===== src/rtl/tps_pkg.sv =====
package tps_pkg;

  // lock and mode state handed from the monitor to the rest of the block
  typedef struct packed {
    logic locked;
    logic pfm;
  } tps_status_t;

  // modulo increment used for the channel pointer
  function automatic int wrap_inc(input int v, input int n);
    return (v >= n - 1) ? 0 : v + 1;
  endfunction

endpackage


===== src/rtl/tps_sync_in.sv =====
module tps_sync_in #(
  parameter int STAGES = 2
) (
  input  logic clk,
  input  logic rst_n,
  input  logic pin,
  output logic level,
  output logic fall,
  output logic change
);
  logic [STAGES-1:0] sr;
  logic              prev;

  genvar s;
  generate
    for (s = 0; s < STAGES; s++) begin : g_stage
      if (s == 0) begin : g_first
        always_ff @(posedge clk or negedge rst_n)
          if (!rst_n) sr[0] <= 1'b0;
          else        sr[0] <= pin;
      end else begin : g_next
        always_ff @(posedge clk or negedge rst_n)
          if (!rst_n) sr[s] <= 1'b0;
          else        sr[s] <= sr[s-1];
      end
    end
  endgenerate

  always_ff @(posedge clk or negedge rst_n)
    if (!rst_n) prev <= 1'b0;
    else        prev <= sr[STAGES-1];

  assign level  = sr[STAGES-1];
  assign fall   = prev & ~level;
  assign change = prev ^ level;
endmodule


===== src/rtl/tps_lock_mon.sv =====
module tps_lock_mon import tps_pkg::*; #(
  parameter int CNT_W = 16
) (
  input  logic             clk,
  input  logic             rst_n,
  input  logic             fall,
  input  logic             change,
  input  logic             level,
  input  logic [CNT_W-1:0] limit,
  output logic             ext_hit,
  output tps_status_t      status
);
  logic [CNT_W-1:0] gap_cnt;   // clocks since last falling edge, saturating
  logic [CNT_W-1:0] hold_cnt;  // clocks since last level change, saturating
  logic             gap_short;

  assign gap_short = gap_cnt < limit;
  assign ext_hit   = fall & gap_short;

  always_ff @(posedge clk or negedge rst_n)
    if (!rst_n) begin
      gap_cnt       <= '1;
      status.locked <= 1'b0;
    end else begin
      if (fall)                gap_cnt <= '0;
      else if (gap_cnt < limit) gap_cnt <= gap_cnt + 1'b1;

      if (fall)                 status.locked <= gap_short;
      else if (gap_cnt >= limit) status.locked <= 1'b0;
    end

  always_ff @(posedge clk or negedge rst_n)
    if (!rst_n) begin
      hold_cnt   <= '0;
      status.pfm <= 1'b0;
    end else begin
      if (change)                hold_cnt <= '0;
      else if (hold_cnt < limit) hold_cnt <= hold_cnt + 1'b1;

      if (!change && hold_cnt >= limit) status.pfm <= level;
    end
endmodule


===== src/rtl/tps_phase_gen.sv =====
module tps_phase_gen import tps_pkg::*; #(
  parameter int RATIO = 80,
  parameter int NCH   = 2
) (
  input  logic           clk,
  input  logic           rst_n,
  input  logic           ext_hit,
  input  logic           locked,
  output logic [NCH-1:0] raw
);
  localparam int STEP = RATIO / NCH;
  localparam int PW   = $clog2(RATIO);
  localparam int IW   = (NCH > 1) ? $clog2(NCH) : 1;

  logic [PW-1:0] ph;
  logic [IW-1:0] ptr;
  logic [IW-1:0] tgt;

  // first edge of a locked train always goes to channel 1
  assign tgt = locked ? ptr : '0;

  genvar c;
  generate
    for (c = 0; c < NCH; c++) begin : g_ch
      localparam logic [PW-1:0] POS = PW'(c * STEP);
      assign raw[c] = ext_hit ? (int'(tgt) == c) : (~locked && ph == POS);
    end
  endgenerate

  always_ff @(posedge clk or negedge rst_n)
    if (!rst_n) begin
      ph  <= '0;
      ptr <= '0;
    end else if (ext_hit) begin
      // realign the internal phase to the strobe just issued
      ph  <= PW'(int'(tgt) * STEP + 1);
      ptr <= IW'(wrap_inc(int'(tgt), NCH));
    end else begin
      ph  <= (ph == PW'(RATIO - 1)) ? '0 : ph + 1'b1;
    end
endmodule


===== src/rtl/tps_rate_gate.sv =====
module tps_rate_gate #(
  parameter int DIV = 3
) (
  input  logic clk,
  input  logic rst_n,
  input  logic raw,
  input  logic low,
  output logic stb
);
  localparam int DW = $clog2(DIV);
  logic [DW-1:0] cnt;

  always_ff @(posedge clk or negedge rst_n)
    if (!rst_n) begin
      cnt <= '0;
      stb <= 1'b0;
    end else begin
      stb <= raw & (~low | (cnt == '0));
      if (!low)     cnt <= '0;
      else if (raw) cnt <= (cnt == DW'(DIV - 1)) ? '0 : cnt + 1'b1;
    end
endmodule


===== src/rtl/tps_clock_sync.sv =====
module tps_clock_sync import tps_pkg::*; #(
  parameter int RATIO       = 80,
  parameter int NCH         = 2,
  parameter int CNT_W       = 16,
  parameter int SYNC_STAGES = 2,
  parameter int LOW_DIV     = 3
) (
  input  logic             clk,
  input  logic             rst_n,
  input  logic             sync_in,
  input  logic [NCH-1:0]   out_low,
  input  logic [CNT_W-1:0] fallback_limit,
  output logic [NCH-1:0]   cyc_start,
  output logic             ext_locked,
  output logic             pfm_mode
);
  logic           sync_level, sync_fall, sync_change, ext_hit;
  tps_status_t    status;
  logic [NCH-1:0] raw;

  tps_sync_in #(.STAGES(SYNC_STAGES)) u_sync (
    .clk(clk), .rst_n(rst_n), .pin(sync_in),
    .level(sync_level), .fall(sync_fall), .change(sync_change)
  );

  tps_lock_mon #(.CNT_W(CNT_W)) u_lock (
    .clk(clk), .rst_n(rst_n), .fall(sync_fall), .change(sync_change),
    .level(sync_level), .limit(fallback_limit),
    .ext_hit(ext_hit), .status(status)
  );

  tps_phase_gen #(.RATIO(RATIO), .NCH(NCH)) u_phase (
    .clk(clk), .rst_n(rst_n), .ext_hit(ext_hit),
    .locked(status.locked), .raw(raw)
  );

  genvar c;
  generate
    for (c = 0; c < NCH; c++) begin : g_gate
      tps_rate_gate #(.DIV(LOW_DIV)) u_gate (
        .clk(clk), .rst_n(rst_n), .raw(raw[c]), .low(out_low[c]),
        .stb(cyc_start[c])
      );
    end
  endgenerate

  assign ext_locked = status.locked;
  assign pfm_mode   = status.pfm;
endmodule


===== config.mk =====
export PLATFORM = sky130hd
export DESIGN_NAME = tps_clock_sync
export DESIGN_NICKNAME = d
export VERILOG_FILES = /design/src/rtl/tps_pkg.sv /design/src/rtl/tps_sync_in.sv /design/src/rtl/tps_lock_mon.sv /design/src/rtl/tps_phase_gen.sv /design/src/rtl/tps_rate_gate.sv /design/src/rtl/tps_clock_sync.sv
export SDC_FILE = /design/constraint.sdc
export NUM_CORES = 1
export LEC_CHECK = 0
export BUFFER_PORTS_ARGS = -buffer_cell sky130_fd_sc_hd__buf_2
export CAP_MARGIN = 15
export CORE_MARGIN = 3
export CORE_UTILIZATION = 55
export CTS_CLUSTER_DIAMETER = 100
export CTS_CLUSTER_SIZE = 25
export DETAILED_ROUTE_END_ITERATION = 7
export PLACE_DENSITY = 0.77
export SETUP_SLACK_MARGIN = 0.2
export SKIP_CTS_REPAIR_TIMING = 1
export SLEW_MARGIN = 10
export SYNTH_ARGS = -nofsm -noshare
export SYNTH_HDL_FRONTEND = slang
export SYNTH_HIERARCHICAL = 1
export SYNTH_SLANG_ARGS = --single-unit

===== constraint.sdc =====
create_clock -name clk -period 2.69 [get_ports clk]
set_input_delay 0.269 -clock clk [delete_from_list [all_inputs] [get_ports clk]]
set_output_delay 0.269 -clock clk [all_outputs]
set_load 0.02 [all_outputs]

* Word-level counts from Yosys, hierarchy flattened
Cells that the tools add are included.
Cells by class: eq/ne operators 6, $mul 1, reduce and logical (&&, ||, !) cells 10, magnitude comparators 5, add/subtract/negate cells 7, multiplexer cells 18, bitwise gates (word level) 12
Operators with widths (number):
- two-way mux 16 bit | 4
- adder 16 x 1 -> 16 bit (second input constant) | 2
- >= comparator 16 bit | 2
- < comparator 16 bit | 2
- two-way mux 7 bit | 2
- two-way mux 2 bit | 6
- adder 7 x 1 -> 7 bit (second input constant) | 1
- adder 7 x 2 -> 7 bit (second input constant) | 1
- == test 7 x 6 -> 1 bit (second input constant) | 1
- == test 7 bit (second input constant) | 1
- logical NOT 7 bit | 1
- two-way mux 1 bit | 6
- nonzero test 2 bit | 3
- inverter 1 bit | 5
- adder 2 x 1 -> 2 bit (second input constant) | 2
- AND 1 bit | 4
- == test 2 bit (second input constant) | 2
- logical NOT 2 bit | 2
- multiplier 1 x 3 -> 4 bit (second input constant) | 1
- inequality test 2 x 1 -> 1 bit (second input constant) | 2
- logical AND 1 bit | 3
- OR 1 bit | 2
- adder 1 bit (second input constant) | 1
- >= comparator 1 bit (second input constant) | 1
- other kinds (2) | 2
Word-level totals: register bits after elaboration 51, input bits 21, logic and storage cells 72

* Logic depth before layout (Yosys ltp)
Gate-level depths: netlist of the first run.
depth in word-level cells 6, depth in mapped cells 13

* Cells and area by module
The synthesis of the first run kept the hierarchy.
Modules (own cells, without submodules):
- tps_lock_mon | cells each 285, instances 1, area an instance 2577.5 um^2
- tps_phase_gen | cells each 47, instances 1, area an instance 461.7 um^2
- tps_rate_gate | cells each 11, instances 2, area an instance 118.9 um^2
- tps_sync_in | cells each 6, instances 1, area an instance 95.1 um^2

* Least setup slack after synthesis of the first run
No wires, ideal clock.
path type reg2reg, start point register u_lock.gap_cnt[15], end point register g_gate[1].u_gate.cnt[0], setup slack -0.099 ns, required time 2.589 ns, arrival time 2.689 ns, path buffers 2, library setup time 0.101 ns, stages on the path, launching flop included 12, path through dfstp_2 -> ha_1 -> nand4_1 -> or3_1 -> a21o_1 -> nand3_1 -> buf_2 -> nor2_1 -> clkbuf_1 -> o41ai_2 -> nand2_1 -> o32ai_1
On the way: cells in the longest elaborated chain, start to end 4
Ends and longest elaborated chain:
- start, declared | line tps_lock_mon.sv:13 | logic [CNT_W-1:0] gap_cnt;
- start signal, assigned | line tps_lock_mon.sv:26 | else if (gap_cnt < limit) gap_cnt <= gap_cnt + 1'b1;
- < comparator 16 bit | line tps_lock_mon.sv:17 | assign gap_short = gap_cnt < limit;
- AND 1 bit | line tps_lock_mon.sv:18 | assign ext_hit = fall & gap_short;
- named net ext_hit | line tps_clock_sync.sv:17 | logic sync_level, sync_fall, sync_change, ext_hit;
- two-way mux 1 bit | line tps_phase_gen.sv:26 | assign raw[c] = ext_hit ? (int'(tgt) == c) : (~locked && ph == POS);
- named net raw[1] | line tps_clock_sync.sv:19 | logic [NCH-1:0] raw;
- inequality test 2 x 1 -> 1 bit (no line)
- end signal, assigned | line tps_rate_gate.sv:20 | else if (raw) cnt <= (cnt == DW'(DIV - 1)) ? '0 : cnt + 1'b1;
- end, declared | line tps_rate_gate.sv:11 | logic [DW-1:0] cnt;
The timed path passes the listed nets, and every way through them passes these cells. A chain may end at the register's enable or synchronous reset.

* Final worst setup path of the first run
start point register u_lock.gap_cnt[14], end point register g_gate[1].u_gate.cnt[1]
The elaborated chain is that of the path after synthesis.

==> results of run 1 <==
-- final cells by class --
cell class	instances	area, um^2	area share, %
clock inverters	2	37.5	0.909
well taps	72	90.1	2.18
clock buffers	6	72.6	1.76
repair buffers	57	375	9.09
flip-flops and latches	51	1300	31.4
inverters	30	113	2.73
multi-input cells	270	2140	51.9
-- final timing paths --
path | start | to | slack (ns) | cells after the start
min | sync_in | u_sync/sr[0] | 0.06 | 1
max | u_lock/gap_cnt[14] | g_gate[1].u_gate/cnt[1] | 0.23 | 9
max reg2reg | u_lock/gap_cnt[14] | g_gate[1].u_gate/cnt[1] | 0.23 | 9
min reg2reg | u_sync/sr[0] | u_sync/level | 0.36 | 0
max in group asynchronous | rst_n | u_lock/gap_cnt[7] | 1.77 | 2
min in group asynchronous | rst_n | u_lock/hold_cnt[14] | 0.12 | 1
-- per-layer routing --
| layer | track usage [%] | part of all wire, % | vias up |
|---|---|---|---|
| met5 | 0 | 0 | - |
| met4 | 7.16 | 1.5 | 0 |
| met3 | 3.34 | 4.0 | 14 |
| met2 | 35.7 | 48 | 68 |
| met1 | 29.7 | 47 | 1449 |
| li1 | - | - | 1438 |
-- worst register-to-register path: cells and delay by family, from the launching register on --
| family | cells | cell delay [ns] |
|---|---|---|
| and+or+nand+nor | 5 | 0.88 |
| adders and majority gates | 1 | 0.15 |
| AOI/OAI and AO/OA | 3 | 0.78 |
| DFF | 1 | 0.57 |
-- metrics by stage --
| step | instance area (um^2) | hold WS (ns) | util, % |
|---|---|---|---|
| floorplan | 3400 | -0.0266 | - |
| global placement | 3630 | 0.333 | 63.6 |
| detailed placement | 3630 | 0.338 | 63.6 |
| CTS | 3740 | 0.0484 | 65.5 |
| global route | 4130 | 0.0454 | 72.3 |
| finish | 4130 | 0.0606 | 72.3 |
-- where the power goes --
| group | internal, uW | switching, uW |
|---|---|---|
| clock | 278 | 258 |
| sequential | 860 | 111 |
| combinational | 184 | 233 |
-- layout by cell type (no fill, tap or decap), types with 3 or more instances in the layout --
cell type and n:
dfrtp_1 35, buf_4 32, inv_1 30, a21oi_1 30, ha_1 28, nand2_1 26, buf_2 24, nand3_1 19
nor2_1 17, dfstp_2 16, o21ai_0 13, nand4_1 10, o31ai_1 10, or4_1 9, ha_4 9, xnor2_1 8
a21oi_2 7, or3_1 7, and3_1 7, nor2b_1 6, nor4_1 6, clkbuf_8 5, a21o_1 5, and2_1 4
and4_1 4, o21ai_1 3, mux2_2 3
-- cells by family (layout without fill, tap and decap cells) --
group / count (synthesis) / count (layout) / share of synthesized area (%)
AO/OA/AOI/OAI: 87 / 87 / 17.3
XOR/XNOR: 9 / 9 / 2.34
adder cells (fa/ha/maj): 37 / 37 / 13.7
buffers and inverters: 40 / 95 / 4.71
flip-flops: 51 / 51 / 38.4
multiplexers: 4 / 4 / 1.30
AND/OR/NAND/NOR: 132 / 133 / 22.2
-- state kept, by name, summed over array words and instances, names as in the netlist --
name and flops:
u_sync/prev 1, u_sync/sr 1, u_lock/hold_cnt 16, u_lock/status 2, u_lock/gap_cnt 16, g_gate.u_gate/stb 2, g_gate.u_gate/cnt 4, u_sync/level 1
u_phase/ptr 1, u_phase/ph 7
==> key figures, run 1 <==
Synthesis
  • Syn Nets: 418
  • Most frequent cell after synthesis: ha_1
  • Synth cell types: 49
  • Post-synth top cells: ha_1 (37), a21oi_1 (36), dfrtp_1 (35)
  • Syn Area/Cell: 9.37 um^2
  • Synthesized cell area: 3370 um^2
  • Post-synth EDFFs: 0
  • Area leader, netlist: dfrtp_1
  • Mapped Cells: 360
  • Area contributors post-synth: dfrtp_1 (26%), ha_1 (14%), dfstp_2 (12%), a21oi_1 (5.3%), inv_1 (3.3%)
  • Synth top area share: 26.0%
  • Register area share after synthesis: 38.4%
  • Yosys warnings: 6
  • Commonest register cell after synthesis: dfrtp_1
  • Synth async-reset ratio: 100%
  • Register bit total from synthesis: 51

Worst setup path
  • Kind of critical path: reg -> reg
  • Slowest CP cell: dfstp_2
  • Worst Path Max Fanout: 5
  • Crit path DAT: 2.68 ns
  • Max incr delay on CP: 0.57 ns
  • Crit path buf inv count: 0
  • Critical Path RT: 2.91 ns
  • Kind of end point of the critical path: flop
  • Critical Path Start Type: flop
  • Cell family with most CP delay: simple AND/OR/NAND/NOR gates
  • Crit path cell chain: ha_1, nand4_1, or3_1, a21o_1, nand3_2, nor2_4, o41ai_4, nand2_2, o32ai_2

GRT
  • Number of global-route vias before repair: 2799
  • Global-route wire length before repair: 12800 um
  • Gr ovfl total: 0
  • Total track usage: 21.8%
  • Initial antenna violation count: 0
  • Largest net degree at the start of global routing: 46

STA
  • Final hold vios: 0
  • Pins Over Slew Limit: 0
  • Setup Viol. Count Final: 0
  • Worst-Margin Slew: 1.01 ns
  • Setup slack after layout: 0.228 ns
  • Final worst path period share: 91.5%
  • Min Tclk post-route: 2.46 ns
  • Fin Setup TNS: 0 ns
  • Slew headroom: 32.7%
  • RSZ-0062 raised after global routing: true
  • Clk_skew: 0.00587 ns
  • FMAX: 0.406 GHz

Status
  • Status: finished, final reports clean

Die
  • Core area: 5710 um^2
  • IO Count: 25
  • Std-Cell Rows: 27
  • Die area: 7110 um^2
  • Initial core utilization: 59.1%
  • Die height: 84.3 um
  • Die width: 84.3 um

Power
  • Leakage: 0.00182 uW
  • Total chip power: 1920 uW
  • Worst VDD drop: 0.386 mV
  • Pwr Density: 466 nW/um^2

Clock network
  • CTS max path bufs: 2
  • CTS tree: yes
  • Root Buffer: clkbuf_8
  • Clk slew on worst S/H paths: 0.09 ns
  • CTS Sinks: 51
  • H-tree depth reported by CTS: 2
  • Num CTS Buffers: 5
  • Clk Latency, worst-skew pair: 0.30 ns

Detailed routing
  • DRC Markers: 0
  • Final WL: 8060 um
  • Drt first pass iters: 4
  • Final ANT Viol Nets: 0
  • Vias/cell: 6.08
  • Vias: 2969
  • Initial DRC count: 249
  • DR WL/cell: 16.5 um

Final layout
  • FILL cells: 426
  • Layout net count: 473
  • Final std cells w/o fill: 488
  • # diodes: 0
  • Share of layout cells above drive strength 1: 29.1%
  • Area delta synth->final: 22.4%

Job
  • Total of max-cap violations: 0

Place
  • DP Worst Slack: 0.0840 ns
  • Dpl cells: 456
  • I/O Buffers: 24
  • DP HPWL: 5480 um
  • Global placement routability congestion: 0.835

Hold path
  • Min-delay worst type: in -> reg
No activity file was read; power rests on OpenSTA's default activity.
==> run 2, diff against run 1 <==
--- a/config.mk
+++ b/config.mk
@@ -8,11 +8,11 @@
 export BUFFER_PORTS_ARGS = -buffer_cell sky130_fd_sc_hd__buf_2
 export CAP_MARGIN = 15
 export CORE_MARGIN = 3
-export CORE_UTILIZATION = 55
+export CORE_UTILIZATION = 61
 export CTS_CLUSTER_DIAMETER = 100
 export CTS_CLUSTER_SIZE = 25
 export DETAILED_ROUTE_END_ITERATION = 7
-export PLACE_DENSITY = 0.77
+export PLACE_DENSITY = 0.81
 export SETUP_SLACK_MARGIN = 0.2
 export SKIP_CTS_REPAIR_TIMING = 1
 export SLEW_MARGIN = 10
==> constraint.sdc (replaced) <==
create_clock -name clk -period 2.5 [get_ports clk]
set_input_delay 0.25 -clock clk [delete_from_list [all_inputs] [get_ports clk]]
set_output_delay 0.25 -clock clk [all_outputs]
set_load 0.02 [all_outputs]
==> key figures, run 2 (synthesis results as in run 1) <==
Power
  • Leakage: 0.00198 uW (was 0.00182 uW)
  • Worst VDD drop: 0.488 mV (was 0.386 mV)
  • Clock power share: 26.9% (was 27.9%)
  • Logic pwr share: 25.5% (was 21.7%)
  • Switching share of power: 32.5% (was 31.3%)
  • Flop pwr share: 47.6% (was 50.5%)
  • Pwr Density: 492 nW/um^2 (was 466 nW/um^2)
  • Internal: 1510 uW (was 1320 uW)
  • P_sw: 726 uW (was 602 uW)
  • Total chip power: 2240 uW (was 1920 uW)

Worst setup path
  • Crit path DAT: 2.83 ns (was 2.68 ns)
  • Crit path cell chain: ha_4, nand4_1, or3_1, a21o_1, nand3_4, nor2_4, buf_6, o41ai_4, nand2_2, o32ai_2 (was ha_1, nand4_1, or3_1, a21o_1, nand3_2, nor2_4, o41ai_4, nand2_2, o32ai_2)
  • Worst R2R Start: u_lock/gap_cnt[10] (was u_lock/gap_cnt[14])
  • Crit path buf inv count: 1 (was 0)
  • Slowest CP cell: dfstp_2 (unchanged)
  • Critical Path Start Type: flop (unchanged)
  • Kind of end point of the critical path: flop (unchanged)
  • Critical Path RT: 2.72 ns (was 2.91 ns)
  • Cell family with most CP delay: simple AND/OR/NAND/NOR gates (unchanged)
  • Max incr delay on CP: 0.62 ns (was 0.57 ns)
  • CP startpoint: u_lock/gap_cnt[10] (was u_lock/gap_cnt[14])
  • Worst Path Max Fanout: 6 (was 5)
  • Kind of critical path: reg -> reg (unchanged)

STA
  • Clk_skew: 0.0109 ns (was 0.00587 ns)
  • Pins Over Slew Limit: 0 (unchanged)
  • Setup Viol. Count Final: 7 (was 0)
  • Final worst path period share: 104% (was 91.5%)
  • Worst-Margin Slew: 0.643 ns (was 1.01 ns)
  • FMAX: 0.384 GHz (was 0.406 GHz)
  • Fin Setup TNS: -0.328 ns (was 0 ns)
  • Setup slack after layout: -0.105 ns (was 0.228 ns)
  • RSZ-0062 raised after global routing: true (unchanged)
  • Slew headroom: 57.1% (was 32.7%)
  • Final hold vios: 0 (unchanged)
  • Min Tclk post-route: 2.61 ns (was 2.46 ns)

Die
  • Die width: 80.4 um (was 84.3 um)
  • IO Count: 25 (unchanged)
  • Initial core utilization: 64.4% (was 59.1%)
  • Std-Cell Rows: 26 (was 27)
  • Core area: 5240 um^2 (was 5710 um^2)
  • Die area: 6460 um^2 (was 7110 um^2)
  • Die height: 80.4 um (was 84.3 um)

GRT
  • Largest net degree at the start of global routing: 28 (was 46)
  • Total track usage: 25.3% (was 21.8%)
  • Number of global-route vias before repair: 2777 (was 2799)
  • Global-route wire length before repair: 12700 um (was 12800 um)
  • Initial antenna violation count: 0 (unchanged)
  • Gr ovfl total: 0 (unchanged)

Detailed routing
  • Final ANT Viol Nets: 0 (unchanged)
  • Vias/cell: 6.45 (was 6.08)
  • DRC Markers: 0 (unchanged)
  • Vias: 3230 (was 2969)
  • Initial DRC count: 294 (was 249)
  • DR WL/cell: 19.6 um (was 16.5 um)
  • Final WL: 9820 um (was 8060 um)
  • Drt first pass iters: 5 (was 4)

Final layout
  • Share of layout cells above drive strength 1: 42.2% (was 29.1%)
  • Commonest non-fill, non-tap cell in the layout: buf_4 (was dfrtp_1)
  • FILL cells: 273 (was 426)
  • Most frequent cells in the layout: buf_4 (39), dfrtp_1 (33), inv_1 (30) (was dfrtp_1 (35), buf_4 (32), inv_1 (30), a21oi_1 (30), ha_1 (28))
  • # diodes: 0 (unchanged)
  • Top Registers: u_lock/gap_cnt x16, u_lock/hold_cnt x16, u_phase/ph x7 (unchanged)
  • Layout net count: 488 (was 473)
  • Area delta synth->final: 34.7% (was 22.4%)

Status
  • Violated checks: setup timing
  • Status: complete, but fails checks (was finished, final reports clean)

Place
  • Global placement routability congestion: 0.863 (was 0.835)
  • I/O Buffers: 24 (unchanged)
  • DP HPWL: 5610 um (was 5480 um)

Hold path
  • Start point of the worst hold path: sync_in (unchanged)
  • Min-delay worst type: in -> reg (unchanged)

Clock network
  • CTS max path bufs: 2 (unchanged)
  • Clk Latency, worst-skew pair: 0.31 ns (was 0.30 ns)
  • Clk slew on worst S/H paths: 0.09 ns (about the same)
  • Num CTS Buffers: 5 (unchanged)
  • CTS Sinks: 51 (unchanged)
  • CTS tree: yes (unchanged)
  • Root Buffer: clkbuf_8 (unchanged)
  • H-tree depth reported by CTS: 2 (unchanged)

Job
  • Total of max-cap violations: 0 (unchanged)
## run 2: cell count changes in the layout (fill, tap and decap cells not counted), sizes merged
cell	change
buf	+15
clkinv	+1
clkinvlp	-1
dlygate4sd3	+1
or3	-1
## run 2: cell type report
class,count,area [um^2],share of cell area [%]
clock buffer,6,82.6,1.82
clock inverter,2,35.0,0.772
sequential,51,1300,28.6
inverter,30,113,2.48
tap,70,87.6,1.93
multi-input combinational,269,2390,52.7
timing repair buffer,73,533,11.7
## run 2: worst register-to-register path: cells and delay by family (launching register included)
kind                       cells  cell delay (ns)
DFF                            1             0.62
AOI/OAI and AO/OA              3             0.76
and+or+nand+nor                5             0.85
buffers and inverters          1             0.13
adders and majority gates      1             0.16
## run 2: metal layers
metal  global-route usage [%]  vias up  wire (um)
li1                         -     1476          -
met1                     33.6     1552       4130
met2                     42.5      156       4690
met3                     4.48       46        540
met4                     6.76        0        457
met5                        0        -          0
## run 2: through the flow
stage          hold slack (ns)  cells  instance area [um^2]  setup WS (ns)  util (%)
2_1_floorplan          -0.0456    360                  3460         0.0540         -
3_5_place_dp             0.307    465                  3790        0.00375      72.3
4_1_cts                -0.0339    473                  3900        -0.0693      74.5
5_1_grt                 0.0185    501                  4540         -0.209      86.7
3_3_place_gp             0.302    465                  3790          0.111      72.3
6_report                0.0371    501                  4540         -0.105      86.7
## run 2: power by group through the flow
stage / combinational [uW] / clock, uW / sequential [uW]
2_1_floorplan: 312 / 0 / 1020
3_3_place_gp: 401 / 0 / 1060
3_5_place_dp: 424 / 0 / 1060
4_1_cts: 432 / 611 / 1040
5_1_grt: 633 / 644 / 1070
6_report: 570 / 601 / 1060
## run 2: worst paths after layout
check                                               end  slack [ns]  cells after the start
worst max-delay path            g_gate[1].u_gate/cnt[0]       -0.11                     10
worst min-delay path                       u_sync/sr[0]        0.04                      1
worst max register to register  g_gate[1].u_gate/cnt[0]       -0.11                     10
worst min register to register             u_sync/level        0.36                      0
max in group asynchronous             u_lock/gap_cnt[3]        1.37                      3
min in group asynchronous           u_lock/hold_cnt[11]        0.48                      2
==> run 3, diff against run 2 <==
--- a/config.mk
+++ b/config.mk
@@ -13,6 +13,7 @@
 export CTS_CLUSTER_SIZE = 25
 export DETAILED_ROUTE_END_ITERATION = 7
 export PLACE_DENSITY = 0.81
+export RECOVER_POWER = 50
 export SETUP_SLACK_MARGIN = 0.2
 export SKIP_CTS_REPAIR_TIMING = 1
 export SLEW_MARGIN = 10
==> key figures, run 3 (synthesis results as in run 1) <==
Final layout
  • Final std cells w/o fill: 501 (unchanged)
  • Commonest non-fill, non-tap cell in the layout: buf_4 (unchanged)
  • Layout net count: 488 (unchanged)
  • Final Util: 86.3% (was 86.7%)
  • Multi-input gate area: 2390 um^2 (unchanged)
  • Share of layout cells above drive strength 1: 41.3% (was 42.2%)
  • Top Registers: u_lock/gap_cnt x16, u_lock/hold_cnt x16, u_phase/ph x7 (unchanged)
  • # diodes: 0 (unchanged)
  • Most frequent cells in the layout: buf_4 (39), dfrtp_1 (33), inv_1 (30) (unchanged)
  • Sequential Area: 1300 um^2 (unchanged)
  • Area delta synth->final: 34.1% (was 34.7%)
  • FILL cells: 278 (was 273)
  • Final Cell Area: 4520 um^2 (was 4540 um^2)

Worst setup path
  • Kind of end point of the critical path: flop (unchanged)
  • Crit path buf inv count: 1 (unchanged)
  • Crit path DAT: 2.83 ns (about the same)
  • FF-to-FF path depth: 10 (unchanged)
  • Max incr delay on CP: 0.62 ns (about the same)
  • Crit path cell chain: ha_4, nand4_1, or3_1, a21o_1, nand3_4, nor2_4, buf_6, o41ai_4, nand2_2, o32ai_2 (unchanged)
  • Crit path depth: 10 (unchanged)
  • Reg-to-reg setup timing slack: -0.10 ns (was -0.11 ns)
  • Cell family with most CP delay: simple AND/OR/NAND/NOR gates (unchanged)
  • Worst Path Max Fanout: 6 (unchanged)
  • Critical Path RT: 2.72 ns (about the same)
  • Critical Path Start Type: flop (unchanged)
  • Slowest CP cell: dfstp_2 (unchanged)
  • Kind of critical path: reg -> reg (unchanged)

Place
  • I/O Buffers: 24 (unchanged)
  • DP HPWL: 5610 um (unchanged)
  • DP Worst Slack: 0.00375 ns (unchanged)
  • Global placement routability congestion: 0.863 (unchanged)
  • Placed cell area: 3790 um^2 (unchanged)
  • Dpl cells: 465 (unchanged)

STA
  • Setup slack after layout: -0.104 ns (was -0.105 ns)
  • Slew headroom: 2.98% (was 57.1%)
  • Pins Over Slew Limit: 0 (unchanged)
  • Clk_skew: 0.0117 ns (was 0.0109 ns)
  • Final worst path period share: 104% (about the same)
  • Min Tclk post-route: 2.60 ns (was 2.61 ns)
  • RSZ-0062 raised after global routing: true (unchanged)
  • Final hold vios: 0 (unchanged)
  • Final hold slack: 0.0374 ns (was 0.0371 ns)
  • Setup Viol. Count Final: 7 (unchanged)
  • Worst-Margin Slew: 1.46 ns (was 0.643 ns)
  • FMAX: 0.384 GHz (about the same)

Die
  • Die area: 6460 um^2 (unchanged)
  • Die height: 80.4 um (unchanged)
  • IO Count: 25 (unchanged)
  • Die width: 80.4 um (unchanged)
  • Std-Cell Rows: 26 (unchanged)
  • Initial core utilization: 64.4% (unchanged)
  • Core area: 5240 um^2 (unchanged)

Clock network
  • CTS Sinks: 51 (unchanged)
  • CTS tree: yes (unchanged)
  • H-tree depth reported by CTS: 2 (unchanged)
  • CTS max path bufs: 2 (unchanged)
  • Clk Latency, worst-skew pair: 0.31 ns (about the same)
  • Num CTS Buffers: 5 (unchanged)
  • Root Buffer: clkbuf_8 (unchanged)
  • Clk slew on worst S/H paths: 0.10 ns (was 0.09 ns)

Detailed routing
  • DR WL/cell: 19.6 um (about the same)
  • Vias/cell: 6.54 (was 6.45)
  • Final WL: 9800 um (was 9820 um)
  • Final ANT Viol Nets: 0 (unchanged)
  • Drt first pass iters: 5 (unchanged)
  • Vias: 3275 (was 3230)
  • DRC Markers: 0 (unchanged)
  • Initial DRC count: 259 (was 294)

Power
  • Leakage: 0.00196 uW (was 0.00198 uW)
  • Worst VDD drop: 0.489 mV (was 0.488 mV)
  • Pwr Density: 493 nW/um^2 (was 492 nW/um^2)

Hold path
  • Hold Crit Depth: 1 (unchanged)
  • Min-delay worst type: in -> reg (unchanged)

Status
  • Violated checks: setup timing (unchanged)
  • Status: complete, but fails checks (unchanged)

GRT
  • Gr ovfl total: 0 (unchanged)
  • Global-route wire length before repair: 12700 um (unchanged)
  • Total track usage: 25.3% (unchanged)
  • Number of global-route vias before repair: 2777 (unchanged)
  • Initial antenna violation count: 0 (unchanged)
  • Largest net degree at the start of global routing: 28 (unchanged)

Job
  • Total of max-cap violations: 0 (unchanged)
==> run 3: power breakdown <==
| part | switching (uW) | leakage [uW] | internal, uW |
|---|---|---|---|
| clock network | 279 | 0.0000612 | 324 |
| logic | 307 | 0.00128 | 256 |
| registers | 138 | 0.000622 | 925 |
| total | 723 | 0.00196 | 1510 |
==> run 3: path summary, 6_finish.rpt <==
kind | end | start
worst min-delay path | u_sync/sr[0] | sync_in
worst max-delay path | g_gate[1].u_gate/cnt[0] | u_lock/gap_cnt[10]
max in group asynchronous | g_gate[0].u_gate/cnt[0] | rst_n
worst min register to register | u_sync/level | u_sync/sr[0]
worst max register to register | g_gate[1].u_gate/cnt[0] | u_lock/gap_cnt[10]
min in group asynchronous | u_lock/hold_cnt[11] | rst_n
==> run 3: metal layers <==
metal / part of all wire, % / wire (um) / global-route usage, %
met2: 49 / 4790 / 42.5
met3: 5.4 / 531 / 4.48
met1: 41 / 4050 / 33.6
met4: 4.4 / 434 / 6.76
met5: 0 / 0 / 0
==> run 3: cell type report <==
cell class / instances / area share (%)
clock buffer: 6 / 1.83
clock inverter: 2 / 0.775
inverter: 30 / 2.49
multi-input combinational: 269 / 52.9
sequential: 51 / 28.7
tap: 70 / 1.94
timing repair buffer: 73 / 11.3
==> run 3: per-stage QoR <==
step / total power (uW) / TNS (ns)
finish: 2230 / -0.332
global route: 2350 / -1.01
CTS: 2080 / -0.156
detailed placement: 1480 / 0
global placement: 1460 / 0
floorplan: 1340 / 0
